`config.mk`:
```
export PLATFORM = sky130hd
export DESIGN_NAME = useq_sequencer
export DESIGN_NICKNAME = d
export VERILOG_FILES = /design/src/rtl/useq_pkg.sv /design/src/rtl/useq_dispatch.sv /design/src/rtl/useq_cond.sv /design/src/rtl/useq_store.sv /design/src/rtl/useq_sequencer.sv
export SDC_FILE = /design/constraint.sdc
export NUM_CORES = 1
export LEC_CHECK = 0
export ABC_CLOCK_PERIOD_IN_PS = 4200
export BUFFER_PORTS_ARGS = -buffer_cell sky130_fd_sc_hd__buf_2
export CAP_MARGIN = 20
export CELL_PAD_IN_SITES_DETAIL_PLACEMENT = 1
export CELL_PAD_IN_SITES_GLOBAL_PLACEMENT = 2
export CORE_UTILIZATION = 29
export CTS_CLUSTER_DIAMETER = 80
export CTS_CLUSTER_SIZE = 14
export DETAILED_ROUTE_END_ITERATION = 10
export PLACE_DENSITY_LB_ADDON = 0.1
export SLEW_MARGIN = 25
export SYNTH_ARGS = -nofsm -noshare
export SYNTH_HDL_FRONTEND = slang
export SYNTH_SLANG_ARGS = --single-unit
```
`constraint.sdc`:
```
create_clock -name clk -period 4.2 [get_ports clk]
set_clock_uncertainty 0.15 [all_clocks]
set_input_delay 0.63 -clock clk [delete_from_list [all_inputs] [get_ports clk]]
set_output_delay 0.63 -clock clk [all_outputs]
set_load 0.05 [all_outputs]
```
`src/rtl/useq_pkg.sv`:
```
package useq_pkg;
  localparam int CTRL_W = 25;
  localparam int TGT_W  = 8;

  // control bit positions
  localparam int CB_MAR_PC   = 0;
  localparam int CB_MAR_ADS  = 1;
  localparam int CB_MAR_T    = 2;
  localparam int CB_PC_INC   = 3;
  localparam int CB_PC_ADS   = 4;
  localparam int CB_PC_REG   = 5;
  localparam int CB_WB_MEM   = 6;
  localparam int CB_WB_T     = 7;
  localparam int CB_WB_PC    = 8;
  localparam int CB_WB_ADS   = 9;
  localparam int CB_A_R1     = 10;
  localparam int CB_A_R2     = 11;
  localparam int CB_RY_R3    = 12;
  localparam int CB_B_RY     = 13;
  localparam int CB_B_IM     = 14;
  localparam int CB_DST_R1   = 15;
  localparam int CB_MEM_RD   = 16;
  localparam int CB_MEM_WR   = 17;
  localparam int CB_LD_MAR   = 18;
  localparam int CB_LD_PC    = 19;
  localparam int CB_LD_IR    = 20;
  localparam int CB_LD_REG   = 21;
  localparam int CB_LD_T     = 22;
  localparam int CB_ALU_LSB  = 23;

  localparam int ALU_IDLE  = 0;
  localparam int ALU_ADD   = 1;
  localparam int ALU_PASSA = 2;
  localparam int ALU_INSN  = 3;

  // routine entry points
  localparam int UA_FETCH  = 0;
  localparam int UA_FETCH2 = 1;
  localparam int UA_ADD    = 2;
  localparam int UA_BOP    = 4;
  localparam int UA_OPIM   = 6;
  localparam int UA_LDA    = 8;
  localparam int UA_LDI    = 10;
  localparam int UA_LDD    = 11;
  localparam int UA_LDX    = 14;
  localparam int UA_STA    = 17;
  localparam int UA_STD    = 19;
  localparam int UA_STX    = 22;
  localparam int UA_JCC    = 25;
  localparam int UA_JAL    = 27;
  localparam int UA_JR     = 28;
  localparam int UA_TRAP   = 29;

  typedef enum logic [2:0] {
    SQ_NEXT   = 3'd0,
    SQ_JMP    = 3'd1,
    SQ_JF     = 3'd2,
    SQ_JT     = 3'd3,
    SQ_DECODE = 3'd4
  } seq_op_e;

  typedef struct packed {
    logic [CTRL_W-1:0] ctrl;
    seq_op_e           op;
    logic [TGT_W-1:0]  tgt;
  } uword_t;

  function automatic logic [CTRL_W-1:0] cb(input int idx);
    logic [CTRL_W-1:0] v;
    v = '0;
    v[idx] = 1'b1;
    return v;
  endfunction

  function automatic logic [CTRL_W-1:0] alu(input int code);
    logic [CTRL_W-1:0] v;
    v = '0;
    v[CB_ALU_LSB +: 2] = 2'(code);
    return v;
  endfunction

  function automatic uword_t mk(input logic [CTRL_W-1:0] c, input seq_op_e o, input int t);
    uword_t w;
    w.ctrl = c;
    w.op   = o;
    w.tgt  = TGT_W'(t);
    return w;
  endfunction

  // microprogram contents, one word per address
  function automatic uword_t uword_at(input int a);
    logic [CTRL_W-1:0] rr, ri, wbt, ldm;
    rr  = cb(CB_A_R2) | cb(CB_RY_R3) | cb(CB_B_RY);
    ri  = cb(CB_A_R2) | cb(CB_B_IM);
    wbt = cb(CB_WB_T) | cb(CB_DST_R1) | cb(CB_LD_REG);
    ldm = cb(CB_MEM_RD) | cb(CB_WB_MEM) | cb(CB_DST_R1) | cb(CB_LD_REG);
    case (a)
      0:  return mk(cb(CB_MAR_PC) | cb(CB_LD_MAR) | cb(CB_PC_INC) | cb(CB_LD_PC), SQ_NEXT, 0);
      1:  return mk(cb(CB_MEM_RD) | cb(CB_LD_IR), SQ_DECODE, 0);
      2:  return mk(rr | alu(ALU_ADD) | cb(CB_LD_T), SQ_NEXT, 0);
      3:  return mk(wbt, SQ_JMP, UA_FETCH);
      4:  return mk(rr | alu(ALU_INSN) | cb(CB_LD_T), SQ_NEXT, 0);
      5:  return mk(wbt, SQ_JMP, UA_FETCH);
      6:  return mk(ri | alu(ALU_INSN) | cb(CB_LD_T), SQ_NEXT, 0);
      7:  return mk(wbt, SQ_JMP, UA_FETCH);
      8:  return mk(cb(CB_MAR_ADS) | cb(CB_LD_MAR), SQ_NEXT, 0);
      9:  return mk(ldm, SQ_JMP, UA_FETCH);
      10: return mk(cb(CB_DST_R1) | cb(CB_WB_ADS) | cb(CB_LD_REG), SQ_JMP, UA_FETCH);
      11: return mk(ri | alu(ALU_ADD) | cb(CB_LD_T), SQ_NEXT, 0);
      12: return mk(cb(CB_MAR_T) | cb(CB_LD_MAR), SQ_NEXT, 0);
      13: return mk(ldm, SQ_JMP, UA_FETCH);
      14: return mk(rr | alu(ALU_ADD) | cb(CB_LD_T), SQ_NEXT, 0);
      15: return mk(cb(CB_MAR_T) | cb(CB_LD_MAR), SQ_NEXT, 0);
      16: return mk(ldm, SQ_JMP, UA_FETCH);
      17: return mk(cb(CB_MAR_ADS) | cb(CB_LD_MAR) | cb(CB_A_R1) | alu(ALU_PASSA) | cb(CB_LD_T),
                    SQ_NEXT, 0);
      18: return mk(cb(CB_MEM_WR), SQ_JMP, UA_FETCH);
      19: return mk(ri | alu(ALU_ADD) | cb(CB_LD_T), SQ_NEXT, 0);
      20: return mk(cb(CB_MAR_T) | cb(CB_LD_MAR) | cb(CB_A_R1) | alu(ALU_PASSA) | cb(CB_LD_T),
                    SQ_NEXT, 0);
      21: return mk(cb(CB_MEM_WR), SQ_JMP, UA_FETCH);
      22: return mk(rr | alu(ALU_ADD) | cb(CB_LD_T), SQ_NEXT, 0);
      23: return mk(cb(CB_MAR_T) | cb(CB_LD_MAR) | cb(CB_A_R1) | alu(ALU_PASSA) | cb(CB_LD_T),
                    SQ_NEXT, 0);
      24: return mk(cb(CB_MEM_WR), SQ_JMP, UA_FETCH);
      25: return mk('0, SQ_JF, UA_FETCH);
      26: return mk(cb(CB_PC_ADS) | cb(CB_LD_PC), SQ_JMP, UA_FETCH);
      27: return mk(cb(CB_WB_PC) | cb(CB_DST_R1) | cb(CB_LD_REG) | cb(CB_PC_ADS) | cb(CB_LD_PC),
                    SQ_JMP, UA_FETCH);
      28: return mk(cb(CB_A_R1) | cb(CB_PC_REG) | cb(CB_LD_PC), SQ_JMP, UA_FETCH);
      default: return mk('0, SQ_JMP, UA_FETCH);
    endcase
  endfunction
endpackage

```
`src/rtl/useq_dispatch.sv`:
```
module useq_dispatch
  import useq_pkg::*;
#(
  parameter int OP_W  = 5,
  parameter int XOP_W = 12,
  parameter int AW    = 6
) (
  input  logic [OP_W-1:0]  op,
  input  logic [XOP_W-1:0] xop,
  output logic [AW-1:0]    entry
);
  int sel;

  always_comb begin
    sel = UA_TRAP;
    if (op == '0) begin
      if (xop == '0)                    sel = UA_ADD;
      else if (32'(xop) <= 32'd10)      sel = UA_BOP;
      else if (32'(xop) == 32'd11)      sel = UA_LDX;
      else if (32'(xop) == 32'd12)      sel = UA_STX;
    end else begin
      case (32'(op))
        32'd1:   sel = UA_LDA;
        32'd2:   sel = UA_LDD;
        32'd3:   sel = UA_STA;
        32'd4:   sel = UA_STD;
        32'd5:   sel = UA_JCC;
        32'd6:   sel = UA_JAL;
        32'd7:   sel = UA_JR;
        32'd8:   sel = UA_LDI;
        default: if (32'(op) >= 32'd9 && 32'(op) <= 32'd19) sel = UA_OPIM;
      endcase
    end
    entry = AW'(sel);
  end
endmodule

```
`src/rtl/useq_cond.sv`:
```
module useq_cond #(
  parameter int SEL_W = 5
) (
  input  logic [SEL_W-1:0] code,
  input  logic             zf,
  input  logic             nf,
  output logic             hit
);
  always_comb begin
    case (32'(code))
      32'd0:   hit = 1'b1;
      32'd1:   hit = zf;
      32'd2:   hit = !zf;
      32'd3:   hit = nf;
      32'd4:   hit = nf | zf;
      32'd5:   hit = !nf;
      32'd6:   hit = !nf & !zf;
      default: hit = 1'b0;
    endcase
  end
endmodule

```
`src/rtl/useq_store.sv`:
```
module useq_store
  import useq_pkg::*;
#(
  parameter int AW = 6
) (
  input  logic          clk,
  input  logic [AW-1:0] rd_addr,
  output uword_t        word_q
);
  localparam int DEPTH = 1 << AW;

  uword_t rom [DEPTH];

  initial begin
    for (int i = 0; i < DEPTH; i++) rom[i] = uword_at(i);
  end

  always_ff @(posedge clk) begin
    word_q <= rom[rd_addr];
  end
endmodule

```
`src/rtl/useq_sequencer.sv`:
```
module useq_sequencer
  import useq_pkg::*;
#(
  parameter int AW    = 6,
  parameter int OP_W  = 5,
  parameter int XOP_W = 12,
  parameter int SEL_W = 5
) (
  input  logic              clk,
  input  logic              rst,
  input  logic [OP_W-1:0]   ir_op,
  input  logic [XOP_W-1:0]  ir_xop,
  input  logic [SEL_W-1:0]  ir_r1,
  input  logic              flag_zero,
  input  logic              flag_neg,
  output logic [CTRL_W-1:0] ctrl_o,
  output logic [AW-1:0]     upc_o
);
  localparam logic [AW-1:0] FETCH_A = AW'(UA_FETCH);

  uword_t        cur;
  logic [AW-1:0] entry, nxt, rd_addr, upc_inc, tgt;
  logic          cond_hit;

  useq_dispatch #(.OP_W(OP_W), .XOP_W(XOP_W), .AW(AW)) u_dispatch (
    .op(ir_op), .xop(ir_xop), .entry(entry)
  );

  useq_cond #(.SEL_W(SEL_W)) u_cond (
    .code(ir_r1), .zf(flag_zero), .nf(flag_neg), .hit(cond_hit)
  );

  assign upc_inc = upc_o + AW'(1);
  assign tgt     = AW'(cur.tgt);

  always_comb begin
    case (cur.op)
      SQ_JMP:    nxt = tgt;
      SQ_JF:     nxt = cond_hit ? upc_inc : tgt;
      SQ_JT:     nxt = cond_hit ? tgt : upc_inc;
      SQ_DECODE: nxt = entry;
      default:   nxt = upc_inc;
    endcase
  end

  assign rd_addr = rst ? FETCH_A : nxt;

  useq_store #(.AW(AW)) u_store (
    .clk(clk), .rd_addr(rd_addr), .word_q(cur)
  );

  always_ff @(posedge clk) begin
    upc_o <= rd_addr;
  end

  assign ctrl_o = cur.ctrl;
endmodule

```
* Word-level counts from Yosys, hierarchy flattened *
Memories as Yosys holds them, arrays and structs flattened. A register that Yosys moved wholly into a read port is not among the register bits.
Cells that the tools add are included.

storage, ports and cells
  register bits = 12
  memory bits (read-only) = 1792
  input port bits = 26
  output and inout port bits = 31
  word-level logic and storage cells = 47
  memories = 1

memory list
  memory       depth  bits a word  rd ports  clocked after Yosys merged registers in  write ports  line              text
  u_store.rom  64     28           1         1                                        0            useq_store.sv:12  uword_t rom [DEPTH];

operators by class
  $add $sub $neg = 1
  magnitude comparators = 3
  equal/unequal tests = 20
  multiplexer cells = 12
  bitwise gates (word level) = 2
  reduce and logical (&&, ||, !) cells = 6

operators with widths
  operator                                                                count
  6-bit case mux with 8 select lines                                      1
  6-bit two-way mux                                                       6
  5-bit by 3-bit == test with 1-bit output, second input constant         7
  12-bit by 4-bit == test with 1-bit output, second input constant        2
  6-bit case mux with 4 select lines                                      1
  5-bit by 2-bit == test with 1-bit output, second input constant         4
  12-bit by 4-bit <= comparator with 1-bit output, second input constant  1
  12-bit logical NOT                                                      1
  5-bit by 1-bit == test with 1-bit output, second input constant         2
  5-bit logical NOT                                                       2
  5-bit two-way mux                                                       2
  1-bit case mux with 7 select lines                                      1
  6-bit by 1-bit adder with 6-bit output, second input constant           1
  3-bit by 2-bit == test with 1-bit output, second input constant         2
  5-bit by 4-bit == test with 1-bit output, second input constant         1
  5-bit by 4-bit >= comparator with 1-bit output, second input constant   1
  5-bit <= comparator, second input constant                              1
  4-bit two-way mux                                                       1
  3-bit by 1-bit == test with 1-bit output, second input constant         1
  3-bit == test, second input constant                                    1
  1-bit logical NOT                                                       2
  1-bit bitwise AND                                                       1
  1-bit logical AND                                                       1
  1-bit OR                                                                1

* Longest topological paths before layout *
Gate-level depths: netlist (run 1).

  word-level depth = 8
  mapped depth = 13
  gate-level depth less buffers = 12

* Hierarchy *
Synthesis (run 1) repeated with hierarchy kept, for this count alone.

unflattened totals
  cell total of the unflattened synthesis = 235
  area, all modules = 2055.7 µm²

modules (own cells, without submodules)
  module          times used  cells each  area each (µm²)  seq. area each (µm²)
  useq_store      1           128         1202.4           460.4
  useq_sequencer  1           53          459.2            120.1
  useq_dispatch   1           42          316.6            0.0
  useq_cond       1           12          77.6             0.0

* Worst setup path before layout (run 1) *
No wires, ideal clock.

  path kind = input to register
  from = in ir_r1[2]
  to = reg u_store.word_q[27] (netlist name)
  data arrival time = 3.149 ns
  path slack = 0.830 ns
  stages on the path = 10
  path through = a311o_1 or3_4 o311a_4 a22o_1 inv_1 ha_1 inv_1 or4_4 a21oi_2 o21bai_1

on the way
  longest elaborated chain between the ends = 5
  elaborated cells between the ends (all ways) = 12
  those cells by class = eq/ne: 6; mux: 5; reduce/logical: 1

ends and longest elaborated chain
  item                                                                    line                                        text
  from (decl)                                                             useq_sequencer.sv:13                        input logic [SEL_W-1:0] ir_r1,
  5-bit by 3-bit == test with 1-bit output, or another cell as far along  useq_cond.sv:10                             case (32'(code))
  1-bit case mux with 7 select lines (*)                                  useq_cond.sv:10
  6-bit two-way mux, on equally long branches                             useq_sequencer.sv:40, useq_sequencer.sv:39
  6-bit case mux with 4 select lines (*)                                  useq_sequencer.sv:37                        case (cur.op)
  6-bit two-way mux (*)                                                   useq_sequencer.sv:46                        assign rd_addr = rst ? FETCH_A : nxt;

Every way passes the cells marked *; elsewhere a longest branch is shown, timed or not.

* Final worst setup path (run 1) *
  from = in ir_r1[2]
  to = reg u_store.word_q[27] (netlist name)

on the way
  longest elaborated chain between the ends = 5
  elaborated cells between the ends (all ways) = 12
  those cells by class = eq/ne: 6; mux: 5; reduce/logical: 1

ends and longest elaborated chain
  item                                                                    line
  5-bit by 3-bit == test with 1-bit output, or another cell as far along  useq_cond.sv:10
  1-bit case mux with 7 select lines (*)                                  useq_cond.sv:10
  6-bit two-way mux, on equally long branches                             useq_sequencer.sv:40, useq_sequencer.sv:39
  6-bit case mux with 4 select lines (*)                                  useq_sequencer.sv:37
  6-bit two-way mux (*)                                                   useq_sequencer.sv:46

Marks and branches as above.

==> results of run 1 <==
==> through the flow <==
stage | power (uW) | util [%] | cell area [um^2] | hold slack [ns] | cells
finish | 1550 | 34.1 | 2170 | 0.506 | 344
global placement | 1330 | 32.8 | 2090 | 0.549 | 336
global route | 1650 | 34.1 | 2170 | 0.563 | 344
floorplan | 1180 | - | 1930 | 0.624 | 235
detailed placement | 1330 | 32.8 | 2090 | 0.510 | 336
CTS | 1560 | 34.1 | 2170 | 0.501 | 344
==> cell families (layout without fill, tap and decap cells) <==
| family | after synthesis | in the layout |
|---|---|---|
| AO/OA/AOI/OAI | 65 | 65 |
| XOR/XNOR | 9 | 9 |
| adder cells (fa/ha/maj) | 6 | 6 |
| buffers and inverters | 49 | 81 |
| flip-flops | 29 | 29 |
| multiplexers | 3 | 3 |
| AND/OR/NAND/NOR | 74 | 74 |
==> power groups by stage <==
| stage | Sequential, uW | Combinational, uW | Clock [uW] |
|---|---|---|---|
| after floorplan | 452 | 733 | 0 |
| after global placement | 398 | 934 | 0 |
| after detailed placement | 399 | 927 | 0 |
| after CTS | 395 | 933 | 228 |
| after global routing | 401 | 1010 | 242 |
| final | 393 | 931 | 223 |
==> cell usage after synthesis, types with 3 or more instances <==
master and count:
sky130_fd_sc_hd__a21oi_1 9, sky130_fd_sc_hd__a22o_1 3, sky130_fd_sc_hd__xor2_1 6, sky130_fd_sc_hd__dfxtp_1 29, sky130_fd_sc_hd__o211ai_1 7, sky130_fd_sc_hd__nor3_1 10
sky130_fd_sc_hd__clkbuf_1 5, sky130_fd_sc_hd__xnor2_1 3, sky130_fd_sc_hd__nand3_1 8, sky130_fd_sc_hd__a21o_1 3, sky130_fd_sc_hd__inv_1 13, sky130_fd_sc_hd__nand2_1 15
sky130_fd_sc_hd__mux2_2 3, sky130_fd_sc_hd__ha_1 6, sky130_fd_sc_hd__a31oi_1 3, sky130_fd_sc_hd__and2_1 3, sky130_fd_sc_hd__buf_4 26, sky130_fd_sc_hd__o22ai_1 3
sky130_fd_sc_hd__nor2_1 20, sky130_fd_sc_hd__and3_1 4, sky130_fd_sc_hd__o21ai_0 10
==> cell type report <==
type / count / share of cell area, %
clock inverters: 2 / 0.460
flip-flops and latches: 29 / 26.7
clock buffers: 6 / 3.34
repair buffers: 58 / 13.6
multi-input cells: 157 / 48.8
well taps: 77 / 4.43
inverters: 15 / 2.70
==> routing by layer <==
| metal | routed length, um | GRT usage [%] | vias up |
|---|---|---|---|
| met3 | 249 | 3.96 | 12 |
| met2 | 2050 | 22.4 | 42 |
| met4 | 95 | 5.70 | 0 |
| met5 | 0 | 0 | - |
| met1 | 2750 | 22.2 | 821 |
| li1 | - | - | 874 |
==> registers in the layout, indices dropped and copies added, names as in the netlist <==
register / count
upc_o: 6
u_store.word_q: 23
==> worst max-delay path by stage <==
stage | slack [ns] | start | to
2_1_floorplan | 0.83 | ir_r1[2] | u_store.word_q[27]
3_3_place_gp | 0.54 | ir_r1[2] | u_store.word_q[27]
3_5_place_dp | 0.44 | ir_r1[2] | u_store.word_q[27]
4_1_cts | 0.74 | ir_r1[2] | u_store.word_q[27]
5_1_grt | 0.54 | flag_neg | u_store.word_q[27]
6_report | 0.72 | ir_r1[2] | u_store.word_q[27]
==> results.sh, run 1 <==
export IMPL_power_density_cell_area_nw_per_um2=711
export IMPL_numCtsBuffers=5
export IMPL_initial_antenna_violation_count=0
export IMPL_max_stage_delay_ns=0.54
export IMPL_combined_area_of_the_multi_input_logic_cells_um2=1060
export IMPL_leakage_uw=0.000989
export IMPL_dp_worst_setup_slack_ns=0.441
export IMPL_final_nets=298
export IMPL_syn_mean_instance_area_um2=8.20
export IMPL_synthesis_yosys_warnings=0
export IMPL_floorplan_core_area_um2=6390
export IMPL_setup_slack_ns=0.720
export IMPL_ys_types=56
export IMPL_sw_frac_of_total_pct=52.4
export IMPL_dominant_combinational_cell_family_by_area_after_synthesis="compound AO/OA/AOI/OAI gates"
export IMPL_dieHeight_um=83.5
export IMPL_hpwlAfterDp_um=3960
export IMPL_worst_path_dominant_cell_family="compound AO/OA/AOI/OAI gates"
export IMPL_htree_num_levels=2
export IMPL_reg2reg_from="u_store.word_q[31]"
export IMPL_criticalPathCategory="in -> reg"
export IMPL_hold_viol_final=0
export IMPL_ys_async_sr_fraction_pct=0
export IMPL_synth_cells=235
export IMPL_starting_drt_drc_count=80
export IMPL_synth_top_cell_area_share_pct=30.1
export IMPL_synth_flop_cell="sky130_fd_sc_hd__dfxtp_1"
export IMPL_synthSimpleGateAreaFrac_pct=19.9
export IMPL_cts_reportedPaths_clkPinSlew_ns=0.06
export IMPL_cts_hold_buffers=0
export IMPL_crit_chain="buf_2, a311o_1, or3_4, o311a_4, a22o_1, inv_1, ha_1, inv_1, or4_4, a21oi_2, o21bai_1"
export IMPL_worst_margin_slew_ns=0.762
export IMPL_drt_wl_total_um=5140
export IMPL_intPower_uw=737
export IMPL_path_common_cell="sky130_fd_sc_hd__inv_1"
export IMPL_pwr_share_seq_pct=25.4
export IMPL_clkSinkCount=29
export IMPL_mappedNetlistArea_um2=1930
export IMPL_achievable_frequency_mhz=287
export IMPL_final_antenna_net_count=0
export IMPL_cts_root_buffer="sky130_fd_sc_hd__clkbuf_8"
export IMPL_number_of_inserted_diodes=0
export IMPL_setup_viol=0
export IMPL_die_width_um=83.5
export IMPL_routedWlPerCell_um=14.9
export IMPL_power_switching_uw=810
export IMPL_crit_path_top_delay_cell="sky130_fd_sc_hd__or4_4"
export IMPL_clock_tree_from_tritoncts="built"
export IMPL_grt_total_usage_pct=15.5
export IMPL_r2r_cells=11
export IMPL_grt_overflow=0
export IMPL_worstPathBufferInverterCount=3
export IMPL_grt_start_max_net_pins=25
export IMPL_yosys_area_share_xor_xnor_pct=4.09
export IMPL_routabilityCongestion=0.779
export IMPL_setup_total_negative_slack_ns=0
export IMPL_post_synth_main_area_contributors="sky130_fd_sc_hd__dfxtp_1 (30%), sky130_fd_sc_hd__buf_4 (10%), sky130_fd_sc_hd__ha_1 (3.9%)"
export IMPL_synth_yosys_seq_area_share_pct=30.1
export IMPL_grt_pass1_vias=1758
export IMPL_synth_enable_flop_cells=0
export IMPL_drv_cap=0
export IMPL_crit_path_max_fanout=7
export IMPL_post_drt_via_cell_ratio=5.08
export IMPL_seq_area_um2=581
export IMPL_worst_ep_required_time_ns=4.27
export IMPL_hp_class="in -> reg"
export IMPL_cts_repair_resize_count=0
export IMPL_clock_path_buffers=2
export IMPL_synth_adder_area_share_pct=3.89
export IMPL_power_clock_fraction_pct=14.4
export IMPL_critical_path_depth=11
export IMPL_post_route_min_period_ns=3.48
export IMPL_worst_ir_drop_vdd_uv=272
export IMPL_start_util_pct=30.2
export IMPL_most_common_layout_cells="sky130_fd_sc_hd__buf_2 (56), sky130_fd_sc_hd__dfxtp_1 (29), sky130_fd_sc_hd__nor2_1 (20), sky130_fd_sc_hd__nand2_1 (15), sky130_fd_sc_hd__inv_1 (13)"
export IMPL_yosys_reg_bits=29
export IMPL_final_common_cell="sky130_fd_sc_hd__buf_2"
export IMPL_hold_path_startpoint="rst"
export IMPL_pwr_share_comb_pct=60.2
export IMPL_number_of_stages_on_the_worst_hold_path=2
export IMPL_synth_compound_area_share_pct=25.4
export IMPL_drt_pass1_iterations=4
export IMPL_layout_area_overhead_vs_synth_pct=12.8
export IMPL_num_vias=1749
export IMPL_mappedNetlistNets=267
export IMPL_design_portCount=57
export IMPL_drc=0
export IMPL_design_die_area_um2=6980
export IMPL_status="completed"
export IMPL_reg2reg_to="u_store.word_q[27]"
export IMPL_report_final_slew_viol_count=0
export IMPL_wire_length_of_the_first_global_routing_pass_um=8640
export IMPL_placement_rows=29
export IMPL_cp_end_kind="flip-flop"
export IMPL_drive_gt1_share_pct=29.2
export IMPL_synthMuxAreaShare_pct=1.75
export IMPL_setup_worst_path_start_class="primary input"
export IMPL_hold_end="upc_o[1]"
export IMPL_synth_top_area_cell="sky130_fd_sc_hd__dfxtp_1"
export IMPL_worstPathArrival_ns=3.55
export IMPL_final_min_period_over_clock_period_pct=82.9
export IMPL_clock_insertion_delay_at_the_later_pin_of_the_skew_report_ns=0.29
export IMPL_unrepaired_setup_endpoints_after_global_routing="no"
export IMPL_post_cts_setup_buffer_count=0
export IMPL_fill_cell_total_of_the_finished_layout=825
export IMPL_placement_io_buffers=56
export IMPL_reg2reg_slack_ns=1.37
export IMPL_max_slew_margin_rel_pct=49.2
Power figures use the tool's default switching activity.
==> inputs of run 2 (changes only) <==
--- a/config.mk
+++ b/config.mk
@@ -5,12 +5,13 @@
 export SDC_FILE = /design/constraint.sdc
 export NUM_CORES = 1
 export LEC_CHECK = 0
-export ABC_CLOCK_PERIOD_IN_PS = 4200
+export ABC_AREA = 1
+export ABC_CLOCK_PERIOD_IN_PS = 2900
 export BUFFER_PORTS_ARGS = -buffer_cell sky130_fd_sc_hd__buf_2
 export CAP_MARGIN = 20
 export CELL_PAD_IN_SITES_DETAIL_PLACEMENT = 1
 export CELL_PAD_IN_SITES_GLOBAL_PLACEMENT = 2
-export CORE_UTILIZATION = 29
+export CORE_UTILIZATION = 24
 export CTS_CLUSTER_DIAMETER = 80
 export CTS_CLUSTER_SIZE = 14
 export DETAILED_ROUTE_END_ITERATION = 10
==> constraint.sdc (replaced) <==
create_clock -name clk -period 2.9 [get_ports clk]
set_clock_uncertainty 0.15 [all_clocks]
set_input_delay 0.435 -clock clk [delete_from_list [all_inputs] [get_ports clk]]
set_output_delay 0.435 -clock clk [all_outputs]
set_load 0.05 [all_outputs]
==> run 2 against run 1 <==
Cell area rose by 5.2%. Clock power rose by 130%. Clock-buffer cell count fell by 1. Critical path depth rose by 9. First-iteration DRC count fell by 39%.
==> results.sh, run 2 <==
export IMPL_status="completed"
export IMPL_hpwlAfterDp_um=4270
export IMPL_wire_length_of_the_first_global_routing_pass_um=8910
export IMPL_yosys_reg_bits=29
export IMPL_final_cell_count_no_fill=430
export IMPL_grt_start_max_net_pins=14
export IMPL_reg2reg_to="u_store.word_q[8]"
export IMPL_ys_types=32
export IMPL_cts_repair_resize_count=0
export IMPL_numCtsBuffers=5
export IMPL_grt_total_usage_pct=13.5
export IMPL_sw_frac_of_total_pct=50.9
export IMPL_drt_wl_total_um=5260
export IMPL_cts_reportedPaths_clkPinSlew_ns=0.07
export IMPL_mappedNetlistArea_um2=1950
export IMPL_grt_overflow=0
export IMPL_pwr_share_seq_pct=24.0
export IMPL_reg2reg_from="u_store.word_q[8]"
export IMPL_hold_viol_final=0
export IMPL_placement_io_buffers=56
export IMPL_crit_chain="buf_2, inv_2, nand2_1, nor2_2, nand2_1, nand4_1, nand3_1, nand2_1, nand2_1, nand2_1, nand2_1, nand2_1, inv_1, ha_1, nand2_1, nand2_1, nand2_1, nand2_1, nor2_1, nand2_1"
export IMPL_start_util_pct=25.0
export IMPL_unrepaired_setup_endpoints_after_global_routing="no"
export IMPL_num_vias=1837
export IMPL_clock_path_buffers=2
export IMPL_dieHeight_um=92.1
export IMPL_post_cts_setup_buffer_count=0
export IMPL_post_route_min_period_ns=2.49
export IMPL_crit_path_max_fanout=6
export IMPL_largest_reg_flops=23
export IMPL_path_common_cell="sky130_fd_sc_hd__nand2_1"
export IMPL_ys_async_sr_fraction_pct=0
export IMPL_combined_area_of_the_multi_input_logic_cells_um2=1030
export IMPL_routedWlPerCell_um=12.2
export IMPL_mappedNetlistNets=322
export IMPL_setup_total_negative_slack_ns=0
export IMPL_drive_gt1_share_pct=28.4
export IMPL_cts_root_buffer="sky130_fd_sc_hd__clkbuf_8"
export IMPL_report_final_slew_viol_count=0
export IMPL_initial_antenna_violation_count=0
export IMPL_synth_most_common_cell="sky130_fd_sc_hd__nand2_1"
export IMPL_layout_area_overhead_vs_synth_pct=17.4
export IMPL_most_common_layout_cells="sky130_fd_sc_hd__nand2_1 (84), sky130_fd_sc_hd__buf_2 (56), sky130_fd_sc_hd__nor2_1 (29), sky130_fd_sc_hd__nand3_1 (29), sky130_fd_sc_hd__dfxtp_1 (29)"
export IMPL_postPlaceCellArea_um2=2150
export IMPL_clock_insertion_delay_at_the_later_pin_of_the_skew_report_ns=0.29
export IMPL_worst_path_dominant_cell_family="simple AND/OR/NAND/NOR gates"
export IMPL_worst_ir_drop_vdd_uv=394
export IMPL_worst_ep_required_time_ns=2.93
export IMPL_hp_class="in -> reg"
export IMPL_synthesis_yosys_warnings=0
export IMPL_worstPathBufferInverterCount=3
export IMPL_drv_cap=0
export IMPL_synth_flop_cell="sky130_fd_sc_hd__dfxtp_1"
export IMPL_number_of_inserted_diodes=0
export IMPL_final_nets=359
export IMPL_critical_path_depth=20
export IMPL_worstPathArrival_ns=2.52
export IMPL_setup_viol=0
export IMPL_max_slew_margin_rel_pct=74.7
export IMPL_seq_area_um2=581
export IMPL_clkSinkCount=29
export IMPL_post_drt_via_cell_ratio=4.27
export IMPL_max_stage_delay_ns=0.22
export IMPL_crit_path_top_delay_cell="sky130_fd_sc_hd__ha_1"
export IMPL_finish_instance_area_um2=2290
export IMPL_critPathLaunch="ir_op[2]"
export IMPL_fill_cell_total_of_the_finished_layout=1008
export IMPL_starting_drt_drc_count=49
export IMPL_design_portCount=57
export IMPL_power_density_cell_area_nw_per_um2=1040
export IMPL_achievable_frequency_mhz=402
export IMPL_synth_enable_flop_cells=0
export IMPL_max_flop_register="u_store.word_q"
export IMPL_reg2reg_slack_ns=0.62
export IMPL_final_antenna_net_count=0
export IMPL_synth_top_cell_area_share_pct=29.8
export IMPL_cp_end_kind="flip-flop"
export IMPL_floorplan_core_area_um2=7810
export IMPL_setup_worst_path_start_class="primary input"
export IMPL_placement_rows=32
export IMPL_critPathCapture="u_store.word_q[8]"
export IMPL_synthTopCellsByCount="sky130_fd_sc_hd__nand2_1 (84), sky130_fd_sc_hd__dfxtp_1 (29), sky130_fd_sc_hd__nand3_1 (29), sky130_fd_sc_hd__nor2_1 (29), sky130_fd_sc_hd__inv_1 (26)"
export IMPL_htree_num_levels=2
export IMPL_drt_pass1_iterations=4
export IMPL_die_width_um=92.1
export IMPL_clock_tree_from_tritoncts="built"
export IMPL_syn_mean_instance_area_um2=6.72
export IMPL_top_regs="u_store.word_q: 23 flops, upc_o: 6 flops"
export IMPL_synth_cells=290
export IMPL_final_min_period_over_clock_period_pct=85.8
export IMPL_cts_hold_buffers=0
export IMPL_routabilityCongestion=0.760
export IMPL_final_common_cell="sky130_fd_sc_hd__nand2_1"
export IMPL_post_synth_main_area_contributors="sky130_fd_sc_hd__dfxtp_1 (30%), sky130_fd_sc_hd__nand2_1 (16%), sky130_fd_sc_hd__buf_4 (9.6%)"
export IMPL_post_place_cells=422
export IMPL_synth_yosys_seq_area_share_pct=29.8
export IMPL_synth_top_area_cell="sky130_fd_sc_hd__dfxtp_1"
export IMPL_power_switching_uw=1210
export IMPL_grt_pass1_vias=1854
export IMPL_total_power_uw=2380
export IMPL_r2r_cells=16
export IMPL_pwr_share_comb_pct=54.5
export IMPL_intPower_uw=1170
export IMPL_criticalPathCategory="in -> reg"
export IMPL_drc=0
export IMPL_power_clock_fraction_pct=21.4
export IMPL_leakage_uw=0.00125
export IMPL_worst_margin_slew_ns=0.376
export IMPL_design_die_area_um2=8480
==> run 2: changes by cell type after synthesis, sizes merged, moves of 7 or more <==
cell   before  now
inv        15   32
nor3       10    3
nand2      15   93
nand3       8   30
nor2       20   37
==> run 2: stage by stage <==
| stage | hold slack, ns | util, % | setup slack (ns) |
|---|---|---|---|
| floorplan | 0.366 | - | 0.554 |
| global placement | 0.521 | 27.6 | 0.188 |
| detailed placement | 0.518 | 27.6 | 0.153 |
| CTS | 0.212 | 29.3 | 0.425 |
| global route | 0.228 | 29.3 | 0.0927 |
| finish | 0.221 | 29.3 | 0.411 |
==> run 2: worst register-to-register path: stages, from the launching register on <==
cell and delay, ns:
sky130_fd_sc_hd__dfxtp_1 0.37, sky130_fd_sc_hd__nor2_1 0.06, sky130_fd_sc_hd__nand2_1 0.05, sky130_fd_sc_hd__nand4_1 0.09, sky130_fd_sc_hd__nand2_1 0.12, sky130_fd_sc_hd__nand2_4 0.09
sky130_fd_sc_hd__nand2_1 0.07, sky130_fd_sc_hd__nand2_1 0.10, sky130_fd_sc_hd__nand2_1 0.16, sky130_fd_sc_hd__inv_1 0.11, sky130_fd_sc_hd__ha_1 0.22, sky130_fd_sc_hd__nand2_1 0.21
sky130_fd_sc_hd__nand2_1 0.10, sky130_fd_sc_hd__nand2_1 0.09, sky130_fd_sc_hd__nand2_1 0.06, sky130_fd_sc_hd__nor2_1 0.08, sky130_fd_sc_hd__nand2_1 0.05
==> run 2: how the worst min path moves through the flow <==
| stage | startpoint | end | slack (ns) | cells past startpoint |
|---|---|---|---|---|
| 3_5_place_dp | rst | upc_o[4] | 0.52 | 2 |
| 5_1_grt | rst | upc_o[4] | 0.23 | 2 |
| 6_report | rst | upc_o[4] | 0.22 | 2 |
| 3_3_place_gp | rst | upc_o[4] | 0.52 | 2 |
| 2_1_floorplan | rst | upc_o[4] | 0.37 | 1 |
| 4_1_cts | rst | upc_o[4] | 0.21 | 2 |
==> run 2: cell families (layout without fill, tap and decap cells) <==
group / count (synthesis) / after routing / share of synthesized area [%]
AO/OA/AOI/OAI: 17 / 17 / 4.95
XOR/XNOR: 4 / 4 / 1.80
adder cells (fa/ha/maj): 6 / 6 / 3.85
buffers and inverters: 60 / 98 / 17.3
flip-flops: 29 / 29 / 29.8
AND/OR/NAND/NOR: 174 / 174 / 42.3
==> run 2: area by class of cell <==
cell class	instances	area share, %
Clock buffer	5	3.01
Tap cell	102	5.58
Multi-Input combinational cell	201	45.1
Sequential cell	29	25.4
Inverter	33	5.53
Clock inverter	3	2.84
Timing Repair Buffer	57	12.6
==> run 2: metal layers <==
layer	up-vias	part of all wire [%]	global-route usage, %
li1	965	-	-
met1	829	54	19.1
met2	35	42	20.2
met3	8	3.2	2.65
met4	0	1.4	4.43
met5	-	0	0
==> run 2: power by group through the flow <==
| stage | logic, uW | clock network, uW | registers, uW |
|---|---|---|---|
| 6_report | 1300 | 511 | 574 |
| 5_1_grt | 1440 | 545 | 590 |
| 4_1_cts | 1310 | 522 | 577 |
| 3_5_place_dp | 1310 | 0 | 584 |
| 3_3_place_gp | 1320 | 0 | 582 |
| 2_1_floorplan | 1060 | 0 | 659 |
